[src/rtl/spi_sel_pkg.sv]
package spi_sel_pkg;

    localparam int SEL_W   = 4;
    localparam int CODE_W  = SEL_W;
    localparam int GRP_W   = $clog2(SEL_W);
    localparam int GAP_W   = 8;
    localparam int MIN_GAP = 6;

    typedef logic [CODE_W-1:0] code_t;

    typedef struct packed {
        logic             inv_mode;
        logic             dec_mode;
        logic             var_mode;
        code_t            fixed_code;
        logic [GAP_W-1:0] gap;
    } cfg_t;

    localparam int CFG_W = $bits(cfg_t);

    typedef enum logic [1:0] {
        ST_GAP,
        ST_IDLE,
        ST_ACTIVE
    } phase_e;

    function automatic logic code_illegal(input code_t c);
        return &c;
    endfunction

endpackage

[src/rtl/sel_cfg_reg.sv]
module sel_cfg_reg
    import spi_sel_pkg::*;
(
    input  logic clk,
    input  logic rst,
    input  logic we,
    input  logic lock,
    input  cfg_t wdata,
    output cfg_t cfg_q
);

    always_ff @(posedge clk) begin
        if (rst) begin
            cfg_q <= '0;
        end else if (we && !lock) begin
            cfg_q <= wdata;
        end
    end

endmodule

[src/rtl/sel_gap_timer.sv]
module sel_gap_timer #(
    parameter int W   = 8,
    parameter int MIN = 6
) (
    input  logic         clk,
    input  logic         rst,
    input  logic         clear,
    input  logic         tick,
    input  logic [W-1:0] limit,
    output logic         expired
);

    localparam logic [W-1:0] FLOOR = W'(MIN);

    logic [W-1:0] cnt_q;
    logic [W-1:0] span;

    assign span    = (limit < FLOOR) ? FLOOR : limit;
    assign expired = (cnt_q >= span);

    always_ff @(posedge clk) begin
        if (rst || clear) begin
            cnt_q <= '0;
        end else if (tick && !expired) begin
            cnt_q <= cnt_q + 1'b1;
        end
    end

endmodule

[src/rtl/sel_line_encoder.sv]
module sel_line_encoder
    import spi_sel_pkg::*;
(
    input  code_t              code,
    input  logic               dec_mode,
    output logic [SEL_W-1:0]   lines,
    output logic [GRP_W-1:0]   group
);

    logic [SEL_W-1:0] hit;
    logic [GRP_W-1:0] hit_idx;

    generate
        for (genvar i = 0; i < SEL_W; i++) begin : g_hit
            if (i == 0) begin : g_first
                assign hit[i] = ~code[0];
            end else begin : g_rest
                assign hit[i] = ~code[i] & (&code[i-1:0]);
            end
        end
    endgenerate

    always_comb begin
        hit_idx = '0;
        for (int i = 0; i < SEL_W; i++) begin
            if (hit[i]) hit_idx = GRP_W'(i);
        end
    end

    assign lines = dec_mode ? code : ~hit;
    assign group = dec_mode ? code[CODE_W-1 -: GRP_W] : hit_idx;

endmodule

[src/rtl/spi_select_sequencer.sv]
module spi_select_sequencer
    import spi_sel_pkg::*;
(
    input  logic             clk,
    input  logic             rst,
    input  logic             cfg_we,
    input  logic             cfg_lock,
    input  logic [CFG_W-1:0] cfg_wdata,
    input  logic             tick,
    input  logic             req_start,
    input  logic [CODE_W-1:0] req_code,
    input  logic             req_end,
    output logic [SEL_W-1:0] sel_lines,
    output logic             sel_done,
    output logic             sel_err,
    output logic [GRP_W-1:0] sel_group
);

    cfg_t             cfg_q;
    phase_e           state_q;
    logic             pend_q;
    code_t            pcode_q;
    logic [SEL_W-1:0] raw_q;
    logic [GRP_W-1:0] grp_q;
    logic             done_q;
    logic             err_q;
    logic             gap_expired;

    code_t            new_code;
    code_t            take_code;
    logic [SEL_W-1:0] enc_lines;
    logic [GRP_W-1:0] enc_group;

    sel_cfg_reg i_cfg (
        .clk   (clk),
        .rst   (rst),
        .we    (cfg_we),
        .lock  (cfg_lock),
        .wdata (cfg_t'(cfg_wdata)),
        .cfg_q (cfg_q)
    );

    sel_gap_timer #(
        .W   (GAP_W),
        .MIN (MIN_GAP)
    ) i_gap (
        .clk     (clk),
        .rst     (rst),
        .clear   (state_q != ST_GAP),
        .tick    (tick),
        .limit   (cfg_q.gap),
        .expired (gap_expired)
    );

    assign new_code  = cfg_q.var_mode ? req_code : cfg_q.fixed_code;
    assign take_code = pend_q ? pcode_q : new_code;

    sel_line_encoder i_enc (
        .code     (take_code),
        .dec_mode (cfg_q.dec_mode),
        .lines    (enc_lines),
        .group    (enc_group)
    );

    always_ff @(posedge clk) begin
        if (rst) begin
            state_q <= ST_GAP;
            pend_q  <= 1'b0;
            pcode_q <= '0;
            raw_q   <= '1;
            grp_q   <= '0;
            done_q  <= 1'b0;
            err_q   <= 1'b0;
        end else begin
            done_q <= 1'b0;
            err_q  <= 1'b0;
            unique case (state_q)
                ST_GAP: begin
                    if (req_start && !pend_q) begin
                        pend_q  <= 1'b1;
                        pcode_q <= new_code;
                    end
                    if (gap_expired) state_q <= ST_IDLE;
                end
                ST_IDLE: begin
                    if (pend_q || req_start) begin
                        pend_q <= 1'b0;
                        if (code_illegal(take_code)) begin
                            err_q <= 1'b1;
                        end else begin
                            state_q <= ST_ACTIVE;
                            raw_q   <= enc_lines;
                            grp_q   <= enc_group;
                            done_q  <= 1'b1;
                        end
                    end
                end
                ST_ACTIVE: begin
                    if (req_end) begin
                        raw_q   <= '1;
                        state_q <= ST_GAP;
                    end
                end
                default: state_q <= ST_GAP;
            endcase
        end
    end

    assign sel_lines = raw_q ^ {SEL_W{cfg_q.inv_mode}};
    assign sel_done  = done_q;
    assign sel_err   = err_q;
    assign sel_group = grp_q;

endmodule

[config.mk]
export PLATFORM = sky130hd
export DESIGN_NAME = spi_select_sequencer
export DESIGN_NICKNAME = d
export VERILOG_FILES = /design/src/rtl/spi_sel_pkg.sv /design/src/rtl/sel_cfg_reg.sv /design/src/rtl/sel_gap_timer.sv /design/src/rtl/sel_line_encoder.sv /design/src/rtl/spi_select_sequencer.sv
export SDC_FILE = /design/constraint.sdc
export NUM_CORES = 1
export LEC_CHECK = 0
export BUFFER_PORTS_ARGS = -buffer_cell sky130_fd_sc_hd__buf_2
export CAP_MARGIN = 20
export CORE_MARGIN = 2
export CORE_UTILIZATION = 55
export CTS_CLUSTER_DIAMETER = 100
export DETAILED_ROUTE_END_ITERATION = 10
export PLACE_DENSITY_LB_ADDON = 0.1
export SYNTH_ARGS = -nofsm -noshare
export SYNTH_HDL_FRONTEND = slang
export SYNTH_SLANG_ARGS = --single-unit
[constraint.sdc]
create_clock -name clk -period 2.77 [get_ports clk]
set_input_delay 0.4155 -clock clk [delete_from_list [all_inputs] [get_ports clk]]
set_output_delay 0.4155 -clock clk [all_outputs]
set_load 0.02 [all_outputs]
Word level (Yosys, flattened, before mapping)
Cells that the tools add are included.
Storage, ports and cells
  logic and storage cells: 78
  input bits: 26
  register bits: 38
  output and inout port bits: 8
Cells by class
  equality and inequality tests: 7
  add/sub/neg operators: 1
  order comparisons: 2
  reduce and logical (&&, ||, !) cells: 21
  multiplexer cells: 22
  bitwise gates (word level): 12
Operators with widths (count)
  4-bit 2-to-1 mux: 6
  2-bit 2-to-1 mux: 7
  4-bit AND reduction: 3
  3-bit AND reduction: 3
  8-bit by 1-bit adder with 8-bit output (second input constant): 1
  8-bit greater-or-equal comparator: 1
  8-bit by 3-bit < comparator with 1-bit output (second input constant): 1
  8-bit 2-to-1 mux: 1
  2-bit inequality test (second input constant): 4
  4-bit case mux with 2 select lines: 1
  1-bit inverter: 7
  2-bit case mux with 3 select lines: 1
  2-bit nonzero test: 3
  1-bit 2-to-1 mux: 5
  4-bit inverter: 1
  2-bit AND reduction: 2
  4-bit XOR: 1
  1-bit bitwise AND: 3
  1-bit logical AND: 3
  1-bit logical NOT: 3
  3-bit OR reduction: 1
  2-bit by 1-bit equality test with 1-bit output (second input constant): 1
  2-bit equality test (second input constant): 1
  2-bit logical NOT: 1
  3 further kinds: 4

Longest topological paths before layout
Gate-level depths: netlist of the first run.
  depth after elaboration: 9
  depth in mapped cells: 11

Hierarchy
From an unflattened synthesis of the first run, not the netlist that was laid out.
Unflattened totals
  cell total of the unflattened synthesis: 239
  area, all modules: 2242.2 um^2
By module, submodules not included
  spi_select_sequencer: times used 1, cells each 79, area an instance 814.5 um^2
  sel_cfg_reg: times used 1, cells each 67, area an instance 725.7 um^2
  sel_gap_timer: times used 1, cells each 80, area an instance 625.6 um^2
  sel_line_encoder: times used 1, cells each 13, area an instance 76.3 um^2

Worst setup path after synthesis of the first run
No wires, ideal clock.
  path type: register -> register
  from: register, netlist name i_cfg.cfg_q[2]
  to: register i_gap.cnt_q[1]
  data arrival time: 2.194 ns
  library setup time: 0.126 ns
  setup slack: 0.450 ns
  stages on the path, launching flop included: 12
  path buffers: 0
  period minus slack after synthesis: 2.320 ns
  cell sequence: dfxtp_1 nand2_1 nand3_1 nor4_1 nor2b_1 ha_1 nand2b_1 a21o_1 a211o_1 a21oi_1 mux2i_1 nor2_1
On the way
  cells in the longest elaborated chain, start to end: 5
Ends and longest elaborated chain
  8-bit by 3-bit < comparator with 1-bit output: line sel_gap_timer.sv:18  | assign span = (limit < FLOOR) ? FLOOR : limit;
  8-bit 2-to-1 mux *: line sel_gap_timer.sv:18
  8-bit greater-or-equal comparator *: line sel_gap_timer.sv:19  | assign expired = (cnt_q >= span);
  1-bit logical NOT *: line sel_gap_timer.sv:24  | end else if (tick && !expired) begin
  1-bit logical AND *: line sel_gap_timer.sv:24
  to (signal assigned): line sel_gap_timer.sv:25  | cnt_q <= cnt_q + 1'b1;
  to (decl): line sel_gap_timer.sv:15  | logic [W-1:0] cnt_q;
Mark *: on every way between the ends. The rest lies on a longest branch, timed or not.
A chain may end at the register's enable or synchronous reset.

Final worst setup path of the first run
  from: register, netlist name i_cfg.cfg_q[3]
  to: register i_gap.cnt_q[5]
On the way
  cells in the longest elaborated chain, start to end: 5
Ends and longest elaborated chain (line)
  8-bit by 3-bit < comparator with 1-bit output: sel_gap_timer.sv:18
  8-bit 2-to-1 mux *: sel_gap_timer.sv:18
  8-bit greater-or-equal comparator *: sel_gap_timer.sv:19
  1-bit logical NOT *: sel_gap_timer.sv:24
  1-bit logical AND *: sel_gap_timer.sv:24
Marked as above.

==> impl_results.md, run 1 <==
- Area leader, netlist: dfxtp_1
- Met3 wire len: 179 um
- Final hold vios: 0
- FF-to-FF Start: i_cfg.cfg_q[3]$_SDFFE_PP0P_
- Clk root buf: clkbuf_4
- Hold path start: cfg_wdata[10]
- Slew margin rel.: 0.377
- CP required: 3.01 ns
- Rows: 21
- CTS Buffer Depth: 2
- Mapped Area: 1880 sq um
- Initial core utilization: 0.567
- Synth cell types: 41
- Final antenna-violating net count: 0
- Initial antenna violation count: 0
- Slew Viols, Final: 0
- Post-layout min period: 2.42 ns
- Largest net degree at the start of global routing: 31
- Vias in the first global route: 1471
- DP Cell Count: 290
- Post-synth top area share: 0.405
- Xor-xnor portion of the synthesized cell area: 0.0420
- Area post-placement: 2060 sq um
- CTS Buf Count: 5
- Power per cell area: 517 nW/um^2
- CP Launch Point: i_cfg.cfg_q[3]$_SDFFE_PP0P_
- WP data arrival: 2.66 ns
- DIE HEIGHT: 62.4 um
- Ratio of cells with drive above 1 in the final layout: 0.220
- First-pass GRT wire length: 6.29 mm
- Max-cap violations: 0
- FF-to-FF End: i_gap.cnt_q[5]$_SDFFE_PP0P_
- WHS Path Cells: 3
- Drt pass-1 iters: 4
- Hold endpoint: i_cfg.cfg_q[10]$_SDFFE_PP0P_
- Met2 WL: 1.55 mm
- # port buffers: 33
- Largest family of logic cells by synthesized area: simple AND/OR/NAND/NOR gates
- DRT iter0 DRCs: 75
- Post-Synth Simple-Gate Area: 0.229
- Grt total ovfl: 0
- Mux cell area share after synthesis: 0.0866
- Critical path launch point type: flip-flop
- Die width: 62.4 um
- Core Box Area: 3310 sq um
- R2R Setup Slk: 0.35 ns
- Synth warnings: 0
- Clk Latency, worst-skew pair: 0.35 ns
- Post-synth EDFFs: 0
- Per-cell routed wire length: 12.2 um
- Final std cells w/o fill: 296
- Post-layout net count: 286
- Worst-path clk slew: 0.11 ns
- Vias per inst: 5.29
- Worst min path class: in -> reg
- Kind of critical path: reg -> reg
- FILL cells: 332
- Commonest non-fill, non-tap cell in the layout: dfxtp_1
- Ports: 34
- Setup TNS: 0 ns
- Main synth FF type: dfxtp_1
- Max frequency: 413 MHz
- CP Capture Type: flip-flop
- Syn_nets: 255
- Number of gates resized after CTS: 0
- Final setup viols: 0
- CTS tree: built
- CP max FO: 6
- Post-Syn Area per Cell: 8.54 sq um
- Compound-gate portion of the synthesized area: 0.133
- Final RePlAce weighted congestion: 0.815
- Htree depth: 2
- Post-CTS Setup Repair Bufs: 0
- Total number of vias: 1565
- Area delta synth->final: 12.7%
- Post-Syn Instances: 220
- Least-Margin Pin Slew: 0.932 ns
- Worst clock skew: 0.00628 ns
- Final Cell Area: 2120 sq um
- GRT Resource Usage Total: 0.203
- Register area share after synthesis: 0.405
- Synth async-reset ratio: 0
- N_diodes: 0
- Core Util, Final: 0.639
- Drt total wl: 3.61 mm
- Final HPWL DP: 2.64 mm
- Hold_buf cts: 0
- Most frequent cells in the layout: 38 x dfxtp_1, 35 x nand2_1, 33 x buf_2, 26 x a21oi_1, 22 x nor2_1
- Post-Synth Adder-Cell Area: 0.0600
- Sink Count: 38
- Setup WS post-layout: 0.350 ns
- Outcome: finished clean
- RSZ-0062 raised after global routing: false
- Highest routing layer actually used: met4
- Drt drc: 0
- Period utilization: 0.874
- Register-to-Register Path Depth: 11
- Dpl ws: 0.272 ns
- Peak supply drop: 0.000275 V
- Met1 WL: 1.80 mm
- Die area: 3900 sq um
- Leakage: 0.885 nW
- Synth area leaders: dfxtp_1 41%, nand2_1 7.0%, a21oi_1 6.9%
- #FFs+latches synth: 38
==> per-stage QoR <==
step                total power, mW  hold WS (ns)
CTS                            1.10         0.280
finish                         1.10         0.287
global route                   1.16         0.284
detailed placement            0.811         0.450
floorplan                     0.760         0.432
global placement              0.808         0.447
==> worst max-delay path, stage by stage (launching register included) <==
cell,delay [ns]
dfxtp_1,0.32
inv_1,0.07
nand3_1,0.09
nor4_2,0.24
nor2b_1,0.09
ha_1,0.27
nand2b_1,0.14
a21o_1,0.17
a211o_1,0.37
a21oi_1,0.30
a31o_2,0.20
a21oi_1,0.05
==> synth_stat cells, types with 2 or more instances <==
master     n
dfxtp_1   38
nand2_1   35
a21oi_1   26
nor2_1    22
inv_1     11
ha_1       9
mux2_2     7
mux2i_1    7
clkbuf_1   6
nor3_1     6
xnor2_1    5
nand2b_1   4
nand4_1    4
xor2_1     4
nand3_1    3
nor4_1     3
a211oi_1   2
a21o_1     2
buf_1      2
nor2b_1    2
o21ai_0    2
==> logic make-up after synthesis <==
kind of cell | count (synthesis)
compound gates | 42
xor+xnor | 9
fa+ha+maj | 9
buf+inv | 20
flops | 38
mux | 15
simple gates | 87
==> per-layer routing <==
| metal | GRT usage | vias up |
|---|---|---|
| li1 | - | 814 |
| met1 | 0.267 | 701 |
| met2 | 0.317 | 43 |
| met3 | 0.0486 | 7 |
| met4 | 0.0944 | 0 |
| met5 | 0 | - |
==> cell type report <==
type | count | area [sq um] | area share
Clock buffer | 6 | 51.3 | 0.0242
Inverter | 11 | 41.3 | 0.0195
Multi-Input combinational cell | 162 | 1040 | 0.492
Sequential cell | 38 | 761 | 0.359
Tap cell | 46 | 57.6 | 0.0272
Timing Repair Buffer | 33 | 165 | 0.0780
==> where the power goes <==
group	switching [mW]	leakage (nW)	internal [mW]
registers	0.0315	0.309	0.575
clock network	0.180	0.0302	0.114
logic	0.106	0.546	0.0878
==> sequential cells by signal, indices dropped and copies added (netlist names) <==
name,flops
i_gap.cnt_q,8
raw_q,4
i_cfg.cfg_q,15
pend_q,1
sel_done,1
state_q,2
pcode_q,4
sel_group,2
sel_err,1
==> how the worst max path moves through the flow <==
stage,endpoint,slack [ns]
final,i_gap.cnt_q[5]$_SDFFE_PP0P_,0.35
after floorplan,i_gap.cnt_q[1]$_SDFFE_PP0P_,0.45
after global routing,i_gap.cnt_q[5]$_SDFFE_PP0P_,0.15
after CTS,i_gap.cnt_q[6]$_SDFFE_PP0P_,0.25
after detailed placement,i_gap.cnt_q[5]$_SDFFE_PP0P_,0.27
after global placement,i_gap.cnt_q[6]$_SDFFE_PP0P_,0.29
No activity file was read; power rests on OpenSTA's default activity.
==> run 2, diff against run 1 <==
PLACE_DENSITY = 0.86   (was not set)
PLACE_DENSITY_LB_ADDON = not set   (was 0.1)
==> run 2 against run 1 <==
Net effect: cell count is 0.68% higher; global-route usage increased by 0.70 points; sequential cell count unchanged; clock skew increased by 0.0057 ns; setup slack lost 0.026 ns; sequential share of layout area decreased by 0.44 points; critical path type unchanged.
==> impl_results.md, run 2 (synthesized netlist as in run 1, its figures left out) <==
- Worst min path class: in -> reg
- Ratio of cells with drive above 1 in the final layout: 0.226
- Final Cell Area: 2140 sq um
- Final antenna-violating net count: 0
- Initial antenna violation count: 0
- Power per cell area: 551 nW/um^2
- Top cell by count, worst path: a21oi_1
- Number of gates resized after CTS: 0
- Initial core utilization: 0.567
- Setup TNS: 0 ns
- Commonest non-fill, non-tap cell in the layout: dfxtp_1
- Regs by FF count: i_cfg.cfg_q (15), i_gap.cnt_q (8)
- Clk root buf: clkbuf_4
- Ports: 34
- Slowest cell delay on critical path: 0.36 ns
- Final RePlAce weighted congestion: 0.817
- CP Capture Type: flip-flop
- Hold WS: 0.276 ns
- Most frequent cells in the layout: 38 x dfxtp_1, 35 x nand2_1, 33 x buf_2, 26 x a21oi_1, 22 x nor2_1
- WP data arrival: 2.68 ns
- FILL cells: 289
- Grt total ovfl: 0
- First-pass GRT wire length: 6.46 mm
- Hold_buf cts: 0
- Drt pass-1 iters: 4
- Period utilization: 0.883
- Largest Register: i_cfg.cfg_q
- Die area: 3900 sq um
- Clk Latency, worst-skew pair: 0.36 ns
- Vias per inst: 5.40
- Slew Viols, Final: 0
- DP Cell Count: 290
- Least-Margin Pin Slew: 0.991 ns
- Vias in the first global route: 1519
- DRT iter0 DRCs: 60
- Slew margin rel.: 0.338
- Final HPWL DP: 2.73 mm
- CP required: 3.01 ns
- GRT Resource Usage Total: 0.210
- Peak supply drop: 0.000348 V
- Total number of vias: 1608
- RSZ-0062 raised after global routing: false
- N_diodes: 0
- Sink Count: 38
- Met3 Use GR: 0.0703
- CTS Buf Count: 5
- Design Power: 1.18 mW
- Kind of critical path: reg -> reg
- Setup WS post-layout: 0.324 ns
- Largest register FFs: 15
- Drt total wl: 3.65 mm
- CTS tree: built
- Worst path bufs/invs: 0
- Leakage: 0.900 nW
- # port buffers: 33
- CP max FO: 6
- Max frequency: 409 MHz
- Critical path launch point type: flip-flop
- Post-layout net count: 286
- DIE HEIGHT: 62.4 um
- Slowest cell on the critical path: a211o_1
- Grt met2 use: 0.321
- Core Box Area: 3310 sq um
- Area delta synth->final: 14.1%
- Post-layout min period: 2.45 ns
- CTS Buffer Depth: 2
- Htree depth: 2
- Dpl ws: 0.265 ns
- Per-cell routed wire length: 12.3 um
- Final setup viols: 0
- Gr busiest metal: met2
- Die width: 62.4 um
- Met1 usage: 0.266
- Outcome: finished clean
- Post-CTS Setup Repair Bufs: 0
- CP Cell Sequence: nand2_1 -> nand3_1 -> nor4_2 -> nor2b_1 -> ha_1 -> nand2b_1 -> a21o_1 -> a211o_1 -> a21oi_1 -> a31o_2 -> a21oi_1
- Max-cap violations: 0
- Final hold vios: 0
- Worst clock skew: 0.0119 ns
- Final std cells w/o fill: 298
- Drt drc: 0
- Core Util, Final: 0.647
- Largest net degree at the start of global routing: 31
- Area post-placement: 2060 sq um
- Critical path's top delay family: compound AO/OA/AOI/OAI gates
- Rows: 21
- Worst-path clk slew: 0.13 ns
## run 2: cell types whose count changed in the layout (fill, tap and decap cells not counted)
| cell | delta |
|---|---|
| bufinv_16 | +1 |
| clkbuf_8 | -1 |
| clkinv_2 | +2 |
## run 2: area by class of cell
| cell class | instances | area [sq um] | share of cell area |
|---|---|---|---|
| multi-input combinational | 162 | 1040 | 0.486 |
| sequential | 38 | 761 | 0.355 |
| timing repair buffer | 33 | 165 | 0.0771 |
| tap | 46 | 57.6 | 0.0269 |
| inverter | 11 | 41.3 | 0.0193 |
| clock inverter | 3 | 40.0 | 0.0187 |
| clock buffer | 5 | 37.5 | 0.0175 |
## run 2: worst min-delay path: stages
cell and delay, ns:
buf_2 0.09, nand2_1 0.04, a21oi_1 0.05
## run 2: power breakdown
group          total, mW  switching (mW)  internal [mW]
registers          0.606          0.0307          0.575
clock network      0.379           0.192          0.187
logic              0.195           0.107         0.0880
## run 2: path summary, 6_finish.rpt
kind	start	end	slack (ns)	cells past startpoint
max	i_cfg.cfg_q[2]$_SDFFE_PP0P_	i_gap.cnt_q[5]$_SDFFE_PP0P_	0.32	11
min	cfg_wdata[6]	i_cfg.cfg_q[6]$_SDFFE_PP0P_	0.28	3
max reg2reg	i_cfg.cfg_q[2]$_SDFFE_PP0P_	i_gap.cnt_q[5]$_SDFFE_PP0P_	0.32	11
min reg2reg	i_cfg.cfg_q[4]$_SDFFE_PP0P_	i_cfg.cfg_q[4]$_SDFFE_PP0P_	0.46	2
## run 2: metal layers
layer / wire length (um) / share of wire / vias up
met5: 0 / 0 / -
met4: 91 / 0.025 / 0
met3: 162 / 0.044 / 8
met2: 1650 / 0.45 / 39
met1: 1750 / 0.48 / 738
li1: - / - / 823
==> run 3, diff against run 2 <==
CORE_ASPECT_RATIO = 0.7   (was not set)
CTS_CLUSTER_DIAMETER = 40   (was 100)
==> run 3 against run 2 <==
Net effect: maximum frequency down 3.2%; first-iteration DRC count increased by 37%; clock skew shrank 0.0044 ns; critical endpoint is now i_gap.cnt_q[1]$_SDFFE_PP0P_; largest cell class unchanged; largest power group unchanged; highest routed layer unchanged.
==> impl_results.md, run 3 (synthesized netlist as in run 1, its figures left out) <==
- Clk root buf: clkbuf_8
- Drt pass-1 iters: 4
- Leakage: 0.908 nW
- Grt total ovfl: 0
- DIE HEIGHT: 52.9 um
- Die area: 3910 sq um
- Kind of critical path: reg -> reg
- Regs by FF count: i_cfg.cfg_q (15), i_gap.cnt_q (8)
- Largest register FFs: 15
- First-pass GRT wire length: 6.80 mm
- Core Util, Final: 0.674
- Slew margin rel.: 0.525
- DP Cell Count: 292
- Vias in the first global route: 1555
- Final RePlAce weighted congestion: 0.840
- Htree depth: 2
- Outcome: finished clean
- Rows: 17
- # port buffers: 33
- CTS tree: built
- Vias per inst: 5.40
- Post-layout net count: 287
- CP required: 2.94 ns
- Worst min path class: in -> reg
- Initial core utilization: 0.585
- Final std cells w/o fill: 300
- WP data arrival: 2.70 ns
- Commonest non-fill, non-tap cell in the layout: dfxtp_1
- Peak supply drop: 0.000458 V
- Max frequency: 396 MHz
- CP max FO: 6
- Design Power: 1.19 mW
- DRT iter0 DRCs: 82
- RSZ-0062 raised after global routing: false
- Core Box Area: 3210 sq um
- Most frequent cells in the layout: 38 x dfxtp_1, 35 x nand2_1, 33 x buf_2, 26 x a21oi_1, 22 x nor2_1
- Least-Margin Pin Slew: 0.708 ns
- Initial antenna violation count: 0
- Slew Viols, Final: 0
- Total number of vias: 1621
- Worst clock skew: 0.00756 ns
- Ports: 34
- Power per cell area: 551 nW/um^2
- Setup TNS: 0 ns
- GRT Resource Usage Total: 0.233
- Largest Register: i_cfg.cfg_q
- Final HPWL DP: 2.93 mm
- CP Capture Type: flip-flop
- Post-layout min period: 2.53 ns
- Largest net degree at the start of global routing: 31
- CTS Buf Count: 5
- Period utilization: 0.913
- Clk Latency, worst-skew pair: 0.29 ns
- Area delta synth->final: 15.3%
- Final antenna-violating net count: 0
- Sink Count: 38
- Critical path launch point type: flip-flop
- Die width: 73.8 um
- Worst-path clk slew: 0.07 ns
- Ratio of cells with drive above 1 in the final layout: 0.225
- Per-cell routed wire length: 12.9 um
- Max-cap violations: 0
- Drt drc: 0
- Final setup viols: 0
- Final hold vios: 0
- CTS Buffer Depth: 2
- N_diodes: 0
- Drt total wl: 3.88 mm
-- run 3: cell types whose count changed in the layout (fill, tap and decap cells not counted) --
cell	previous run	this run
bufinv_16	1	0
clkbuf_1	0	1
buf_4	0	1
clkbuf_8	0	6
clkbuf_4	5	0
clkinv_2	2	1
-- run 3: metal layers --
metal | vias up | track usage | share of wire
met5 | - | 0 | 0
met4 | 0 | 0.0879 | 0.012
met3 | 6 | 0.0705 | 0.066
met2 | 50 | 0.359 | 0.43
met1 | 738 | 0.307 | 0.49
li1 | 827 | - | -
-- run 3: final cells by class --
| cell class | instances | area (sq um) |
|---|---|---|
| Clock buffer | 7 | 86.3 |
| Clock inverter | 1 | 5.00 |
| Fill cell | 270 | 1050 |
| Inverter | 11 | 41.3 |
| Multi-Input combinational cell | 162 | 1040 |
| Sequential cell | 38 | 761 |
| Tap cell | 47 | 58.8 |
| Timing Repair Buffer | 34 | 173 |
-- run 3: what timing repair did --
| action | in CTS | in global routing |
|---|---|---|
| hold buffers | 0 | 0 |
| gates resized for setup | 0 | 1 |
| buffers inserted | 0 | 0 |
| setup endpoints to repair | 0 | 3 |
-- run 3: path summary, 6_finish.rpt --
path | from | end | slack [ns] | cells past startpoint
setup / recovery | i_cfg.cfg_q[2]$_SDFFE_PP0P_ | i_gap.cnt_q[1]$_SDFFE_PP0P_ | 0.24 | 11
hold reg to reg | i_cfg.cfg_q[8]$_SDFFE_PP0P_ | i_cfg.cfg_q[8]$_SDFFE_PP0P_ | 0.45 | 2
hold / removal | cfg_wdata[6] | i_cfg.cfg_q[6]$_SDFFE_PP0P_ | 0.37 | 3
setup reg to reg | i_cfg.cfg_q[2]$_SDFFE_PP0P_ | i_gap.cnt_q[1]$_SDFFE_PP0P_ | 0.24 | 11
-- run 3: report_power, final --
part | switching [mW] | internal [mW] | leakage [nW] | total [mW]
Sequential | 0.0308 | 0.575 | 0.309 | 0.606
Combinational | 0.112 | 0.0887 | 0.551 | 0.200
Clock | 0.185 | 0.201 | 0.0482 | 0.386
-- run 3: stage by stage --
step / instance area, sq um / setup WS [ns] / hold WS, ns
after global routing: 2170 / 0.0479 / 0.364
final: 2170 / 0.242 / 0.368
after global placement: 2070 / 0.314 / 0.444
after detailed placement: 2070 / 0.160 / 0.446
after floorplan: 1880 / 0.450 / 0.432
after CTS: 2160 / 0.158 / 0.359
-- run 3: worst max-delay path, stage by stage (launching register included) --
cell and delay, ns:
dfxtp_1 0.33, nand2_1 0.08, nand3_1 0.09, nor4_2 0.26, nor2b_1 0.09, ha_1 0.27
nand2b_1 0.14, a21o_1 0.18, a211o_1 0.36, a21oi_1 0.33, mux2i_1 0.22, nor2_1 0.05
